==> config.mk <==
export PLATFORM = sky130hd
export DESIGN_NAME = ttx_target_gate
export DESIGN_NICKNAME = d
export VERILOG_FILES = /design/src/rtl/ttx_pkg.sv /design/src/rtl/ttx_id_decode.sv /design/src/rtl/ttx_base_match.sv /design/src/rtl/ttx_target_gate.sv
export SDC_FILE = /design/constraint.sdc
export NUM_CORES = 1
export LEC_CHECK = 0
export BUFFER_PORTS_ARGS = -buffer_cell sky130_fd_sc_hd__buf_2
export CAP_MARGIN = 20
export CORE_MARGIN = 2
export CORE_UTILIZATION = 33
export DETAILED_ROUTE_END_ITERATION = 8
export PLACE_DENSITY_LB_ADDON = 0.08
export SYNTH_ARGS = -nofsm -noshare
export SYNTH_HDL_FRONTEND = slang
export SYNTH_SLANG_ARGS = --single-unit
==> constraint.sdc <==
create_clock -name clk -period 3.25 [get_ports clk]
set_clock_uncertainty 0.05 [all_clocks]
set_input_delay 0 -clock clk [delete_from_list [all_inputs] [get_ports clk]]
set_output_delay 0 -clock clk [all_outputs]
set_load 0.03 [all_outputs]
==> src/rtl/ttx_pkg.sv <==
package ttx_pkg;
    typedef enum logic [1:0] {
        ST_EMPTY = 2'd0,
        ST_ARMED = 2'd1,
        ST_FIRE  = 2'd2
    } xfer_st_t;

    localparam logic [1:0] RA_TARGET = 2'd0;
    localparam logic [1:0] RA_MOVE   = 2'd1;
    localparam logic [1:0] RA_ERRS   = 2'd2;

    localparam int ERR_W     = 5;
    localparam int EB_BADTGT = 0;
    localparam int EB_NOTRUN = 1;
    localparam int EB_NOREQ  = 2;
    localparam int EB_NOTGT  = 3;
    localparam int EB_NOTRDY = 4;
endpackage

==> src/rtl/ttx_id_decode.sv <==
module ttx_id_decode #(
    parameter int NCORES     = 4,
    parameter int IDX_W      = 2,
    parameter bit ID_MODE_EN = 1'b1
) (
    input  logic [63:0]      data,
    output logic             hit,
    output logic [IDX_W-1:0] idx
);
    logic [4:0] core_num;
    assign core_num = data[36:32];

    generate
        if (ID_MODE_EN) begin : g_id_on
            assign hit = int'(core_num) < NCORES;
            assign idx = IDX_W'(core_num);
        end else begin : g_id_off
            assign hit = 1'b0;
            assign idx = '0;
        end
    endgenerate
endmodule

==> src/rtl/ttx_base_match.sv <==
module ttx_base_match #(
    parameter int          NCORES  = 4,
    parameter int          IDX_W   = 2,
    parameter logic [11:0] REG_OFF = 12'h4A3,
    parameter logic [31:0] CORE_BASE [NCORES] = '{32'h2000_0000, 32'h2100_0000,
                                                  32'h2200_0000, 32'h2300_0000}
) (
    input  logic [63:0]      data,
    output logic             hit,
    output logic [IDX_W-1:0] idx
);
    logic [31:0]       bus_addr;
    logic [NCORES-1:0] match;

    assign bus_addr = data[63:32];

    generate
        for (genvar g = 0; g < NCORES; g++) begin : g_cmp
            assign match[g] = bus_addr[31:12] == CORE_BASE[g][31:12];
        end
    endgenerate

    always_comb begin
        idx = '0;
        for (int i = NCORES - 1; i >= 0; i--) begin
            if (match[i]) idx = IDX_W'(i);
        end
    end

    assign hit = (bus_addr[11:0] == REG_OFF) && (|match);
endmodule

==> src/rtl/ttx_target_gate.sv <==
module ttx_target_gate
    import ttx_pkg::*;
#(
    parameter int          NCORES     = 4,
    parameter bit          ID_MODE_EN = 1'b1,
    parameter logic [11:0] REG_OFF    = 12'h4A3,
    parameter logic [31:0] CORE_BASE [NCORES] = '{32'h2000_0000, 32'h2100_0000,
                                                  32'h2200_0000, 32'h2300_0000}
) (
    input  logic              clk,
    input  logic              rst_n,
    input  logic              reg_wr,
    input  logic              reg_rd,
    input  logic [1:0]        reg_addr,
    input  logic [63:0]       reg_wdata,
    output logic [63:0]       reg_rdata,
    input  logic              fsm_running,
    input  logic [NCORES-1:0] core_ready,
    output logic [NCORES-1:0] tb_sent
);
    localparam int IDX_W = (NCORES > 1) ? $clog2(NCORES) : 1;

    xfer_st_t          state_q, state_d;
    logic [IDX_W-1:0]  tgt_q;
    logic [ERR_W-1:0]  err_q, err_set, err_clr;

    logic              id_hit, bus_hit, tgt_ok;
    logic [IDX_W-1:0]  id_idx, bus_idx, tgt_new;
    logic              wr_tgt, wr_mv, wr_err, mv_go, have_tgt;

    ttx_id_decode #(.NCORES(NCORES), .IDX_W(IDX_W), .ID_MODE_EN(ID_MODE_EN)) u_id (
        .data(reg_wdata), .hit(id_hit), .idx(id_idx)
    );

    ttx_base_match #(.NCORES(NCORES), .IDX_W(IDX_W), .REG_OFF(REG_OFF),
                     .CORE_BASE(CORE_BASE)) u_bus (
        .data(reg_wdata), .hit(bus_hit), .idx(bus_idx)
    );

    assign wr_tgt   = reg_wr && (reg_addr == RA_TARGET);
    assign wr_mv    = reg_wr && (reg_addr == RA_MOVE);
    assign wr_err   = reg_wr && (reg_addr == RA_ERRS);
    assign tgt_ok   = reg_wdata[28] ? bus_hit : id_hit;
    assign tgt_new  = reg_wdata[28] ? bus_idx : id_idx;
    assign have_tgt = (state_q != ST_EMPTY);

    // move qualification, first failing check wins
    always_comb begin
        err_set = '0;
        mv_go   = 1'b0;
        if (wr_tgt && !tgt_ok) err_set[EB_BADTGT] = 1'b1;
        if (wr_mv) begin
            if (!fsm_running)            err_set[EB_NOTRUN] = 1'b1;
            else if (!reg_wdata[63])     err_set[EB_NOREQ]  = 1'b1;
            else if (!have_tgt)          err_set[EB_NOTGT]  = 1'b1;
            else if (!core_ready[tgt_q]) err_set[EB_NOTRDY] = 1'b1;
            else                         mv_go = 1'b1;
        end
        err_clr = wr_err ? reg_wdata[ERR_W-1:0] : '0;
    end

    // next state
    always_comb begin
        state_d = state_q;
        unique case (state_q)
            ST_EMPTY: begin
                if (wr_tgt && tgt_ok) state_d = ST_ARMED;
            end
            ST_ARMED, ST_FIRE: begin
                if (wr_tgt)     state_d = tgt_ok ? ST_ARMED : ST_EMPTY;
                else if (mv_go) state_d = ST_FIRE;
                else            state_d = ST_ARMED;
            end
            default: state_d = ST_EMPTY;
        endcase
    end

    // state register and held data
    always_ff @(posedge clk) begin
        if (!rst_n) begin
            state_q <= ST_EMPTY;
            tgt_q   <= '0;
            err_q   <= '0;
        end else begin
            state_q <= state_d;
            if (wr_tgt && tgt_ok) tgt_q <= tgt_new;
            err_q <= (err_q & ~err_clr) | err_set;
        end
    end

    // outputs
    always_comb begin
        tb_sent   = '0;
        reg_rdata = '0;
        if (state_q == ST_FIRE) tb_sent[tgt_q] = 1'b1;
        if (reg_rd && reg_addr == RA_ERRS) reg_rdata = {{(64-ERR_W){1'b0}}, err_q};
    end
endmodule

### Yosys cells after proc, flatten, opt, wreduce, memory -nomap -nowiden

Index checks and enable logic that the tools add are counted.

* bits in registers: 9
* input bits: 75
* output and inout port bits: 68
* word-level logic and storage cells: 65

* order comparisons: 3
* equality and inequality tests: 10
* multiplexer cells: 32
* bitwise operators: 3
* reductions and logical operators: 14

Operator list (number)
* == test 20 x 18 -> 1 bit, second input constant: 4
* 2-to-1 mux 2 bit: 9
* 2-to-1 mux 1 bit: 15
* == test 12 x 11 -> 1 bit, second input constant: 1
* 2-to-1 mux 5 bit: 2
* logical AND 1 bit: 8
* 2-to-1 mux 4 bit: 2
* bitwise AND 5 bit: 1
* < comparator 5 x 3 -> 1 bit, second input constant: 1
* inverter 5 bit: 1
* OR 5 bit: 1
* == test 2 x 1 -> 1 bit, second input constant: 2
* == test 2 bit, second input constant: 2
* logical NOT 2 bit: 2
* case mux 2 bit (2 select lines): 1
* OR reduction 4 bit: 1
* < comparator 2 x 3 -> 1 bit, second input constant: 1
* 2-to-1 mux 3 bit: 1
* binary-select mux 1 bit (select 2 bit): 1
* demux 1 bit (select 2 bit): 1
* greater-or-equal comparator 2 x 1 -> 1 bit, second input constant: 1
* != test 2 bit, second input constant: 1
* nonzero test 2 bit: 1
* OR reduction 2 bit: 1
* logical NOT 1 bit: 1

### Longest topological paths before layout

* depth in word-level cells: 10
* depth in mapped cells: 6
* gate-level depth less buffers: 5

### Modules after synthesis

From an unflattened synthesis, not the netlist that was laid out.

* cells, all modules: 145
* area, all modules: 1203.7 um2

By module, submodules not included
* ttx_target_gate: instances 1, cells an instance 127, area an instance 1067.3 um2, seq. area each 180.2 um2
* ttx_base_match: instances 1, cells an instance 15, area an instance 111.4 um2, seq. area each 0.0 um2
* ttx_id_decode: instances 1, cells an instance 3, area an instance 25.0 um2, seq. area each 0.0 um2

### Least setup slack after synthesis

OpenSTA, ideal clock, no wires.

* path kind: input-to-reg
* start point: input port reg_wdata[41]
* end point: register tgt_q[0]
* setup time: 0.091 ns
* data arrival time: 1.618 ns
* required time: 3.109 ns
* setup slack: 1.491 ns
* cell stages on the path: 5
* path buffers: 0
* cells stage by stage: or4b_1 or4_4 o31ai_4 a21oi_1 a311oi_1

* word-level cells in the longest chain between the ends: 4

Ends and longest elaborated chain
* from (decl): RTL line ttx_target_gate.sv:15 `input logic [63:0] reg_wdata,`
* == test 12 x 11 -> 1 bit: RTL line ttx_base_match.sv:30 `assign hit = (bus_addr[11:0] == REG_OFF) && (|match);`
* logical AND 1 bit: RTL line ttx_base_match.sv:30
* 2-to-1 mux 1 bit: RTL line ttx_target_gate.sv:43 `assign tgt_ok = reg_wdata[28] ? bus_hit : id_hit;`
* logical AND 1 bit: RTL line ttx_target_gate.sv:86 `if (wr_tgt && tgt_ok) tgt_q <= tgt_new;`
* to (signal assigned): RTL line ttx_target_gate.sv:86
* to (decl): RTL line ttx_target_gate.sv:24 `logic [IDX_W-1:0] tgt_q;`

No other way between the ends.
A chain may end at the register's enable or synchronous reset.

### Worst setup path in the final report

Ends and elaborated chain as after synthesis.

==> reports/metrics.cfg <==
[drt]
firstDrtPassIters=4
drc_errors=0
wl_mm=2.25
drtIter0Drc=27
antenna_left=0
via_per_inst=3.96
post_drt_wl_per_cell_um=8.64
num_vias=1034

[timing]
setup_viol=0
setup_tns_ns=0
fmax_mhz=450
hold_viol=0
finalCritPeriodShare_pct=68.4
drv_slew=0
period_needed_ns=2.22
rsz0062_at_grt=no

[global_route]
grt_max_degree=10
antenna_found_initial=0
grt_use_total_pct=10.9
grt_pass1_wl_mm=3.51
grt_overflow=0
grt_pass1_vias=850

[pwr]
vdd_drop_max_mv=0.0859
sw_frac_of_total_pct=44.3
power.switching_mw=0.154
powerDensity_nw_per_um2=257
p_clk_share_pct=25.1
p_leak_nw=0.715
finalPower_mw=0.346
power_frac_comb_pct=42.2
p_int_mw=0.193
seq_power_share_pct=32.6

[outcome]
status=finished, final reports clean

[worst_setup_path]
critPathCaptureType=flop
crit_required_ns=3.41
cp-start-kind=input port
rr_startpoint=tgt_q[0]
setup.worst_path.class=in2reg
worstPathArrival_ns=2.38
r2r_end=state_q[1]
crit_path_end=tgt_q[0]
crit_fanout=7
reg2reg_slack_ns=1.72
ff2ff_path_depth=4
timing.critical_path.from=reg_wdata[41]

[placement]
gp_congestion=0.694
hpwl_mm=2.01
io_buffers=57

[cells_and_area]
final_layout_size_suffix_gt1_share_pct=30.7
insertedDiodeCount=0
syn_to_final_growth_pct=18.4
fillerInstances=368
final_nets=294

[clock_network]
clock_path_buffers=2
cts_tree=yes
cts_made_buffers=3
clkTransAtPathRegs_ns=0.06
cts_root_buf=clkbuf_4
cts_sinks=9
cts_setup_buffers=0
cts_max_level=1
clk_latency_ns=0.26

[synth]
seq_area_frac_synth_pct=15.8
synth_seq_cells=9
synthFlopType=dfxtp_1
syn_avg_cell_area_um2=7.65
synth_warnings=0
async_reset_ff_share_pct=0
netlist_instances=149
yosysUniqueCellTypes=36
netlist_area_um2=1140
synth_edf_count=0

[die]
die_y_um=62.8
pin_count=143
die_x_um=62.8
die-area_um2=3940
start_util_pct=34.2
design.core.area_um2=3340
fp-row-count=21

[job]
max-cap-violations=0

[hold_path]
hold_path.class=in2reg

-- timing repair --
| action | in CTS | in global routing |
|---|---|---|
| endpoints found under the hold margin | 5 | 0 |
| gates resized for setup | 0 | 0 |
| setup endpoints to repair | 0 | 0 |
| hold buffers | 7 | 0 |
-- kinds of logic after synthesis --
family          after synthesis  synth area share (%)
simple gates                 54                  27.2
compound gates               17                  10.9
flops                         9                  15.8
mux                           1                  1.98
fa+ha+maj                     3                  3.29
other cells                   1                 0.329
buf+inv                      64                  40.5
-- how the worst min path moves through the flow --
stage	start	endpoint	slack, ns	cells after the start
global route	reg_wdata[0]	err_q[0]	0.04	3
floorplan	rst_n	state_q[1]	0.07	1
global placement	reg_wdata[1]	err_q[1]	0.23	4
CTS	reg_wdata[2]	err_q[2]	0.02	4
finish	reg_wdata[2]	err_q[2]	0.02	4
detailed placement	reg_wdata[1]	err_q[1]	0.23	4
-- cell usage in the layout (no fill, tap or decap), drive strengths merged, types with 2 or more instances in the layout --
cell / n
a21oi: 7
a311oi: 2
and2: 6
buf: 57
clkbuf: 4
conb: 59
dfxtp: 9
dlygate4sd3: 7
ha: 3
inv: 4
nand2: 11
nand2b: 2
nand3: 6
nor2: 8
nor2b: 3
nor3b: 3
nor4: 3
nor4b: 2
o21a: 2
-- power groups by stage --
stage	registers (mW)	logic (mW)	clock network (mW)
2_1_floorplan	0.115	0.162	0
3_3_place_gp	0.116	0.140	0
3_5_place_dp	0.116	0.141	0
4_1_cts	0.113	0.146	0.0901
5_1_grt	0.113	0.156	0.0967
6_report	0.113	0.146	0.0871
-- cells in the mapped netlist (all sizes together) (2+ instances only) --
library cell / number / area share, %
and2: 6 / 3.4
nor2: 8 / 2.6
nor2b: 3 / 1.6
inv: 4 / 1.3
a21oi: 7 / 3.1
o21a: 2 / 1.3
nand2: 11 / 3.6
dfxtp: 9 / 16
nand2b: 2 / 1.1
nor4b: 2 / 1.5
nor3b: 3 / 2.0
nor4: 3 / 1.6
ha: 3 / 3.3
buf: 59 / 39
a311oi: 2 / 1.5
nand3: 6 / 2.6
-- stage by stage --
step                instance area [um2]  cells  setup WS [ns]  utilization (%)  hold WS [ns]
floorplan                          1360    207           1.49                -        0.0675
global placement                   1250    250           1.30             37.6         0.225
detailed placement                 1250    250           1.28             37.6         0.231
CTS                                1350    261           1.02             40.5        0.0171
global route                       1350    261          0.882             40.5        0.0377
finish                             1350    261           1.03             40.5        0.0182
-- routing by layer --
| metal | GRT usage, % | wire length, um | vias up | part of all wire [%] |
|---|---|---|---|---|
| li1 | - | - | 517 | - |
| met1 | 12.4 | 894 | 440 | 40 |
| met2 | 19.5 | 1080 | 75 | 48 |
| met3 | 3.42 | 263 | 2 | 12 |
| met4 | 3.33 | 12 | 0 | 0.53 |
| met5 | 0 | 0 | - | 0 |
-- state kept, by name (all words and copies together) (netlist names) --
name	flops
state_q	2
tgt_q	2
err_q	5
-- critical path, cell delays in order --
cell and delay (ns):
buf_2 0.09, or4b_1 0.50, or4_4 0.53, o31ai_4 0.32, a21oi_1 0.12, a311oi_1 0.24
dlygate4sd3_1 0.58
-- area by class of cell --
class                      count  area, um2  share of cell area, %
sequential                     9        180                   13.3
inverter                       4       15.0                   1.11
tap                           46       57.6                   4.26
timing repair buffer          64        355                   26.3
multi-input combinational    134        716                   53.0
clock buffer                   4       26.3                   1.95
Note: power is estimated with default switching activity, not from simulation.
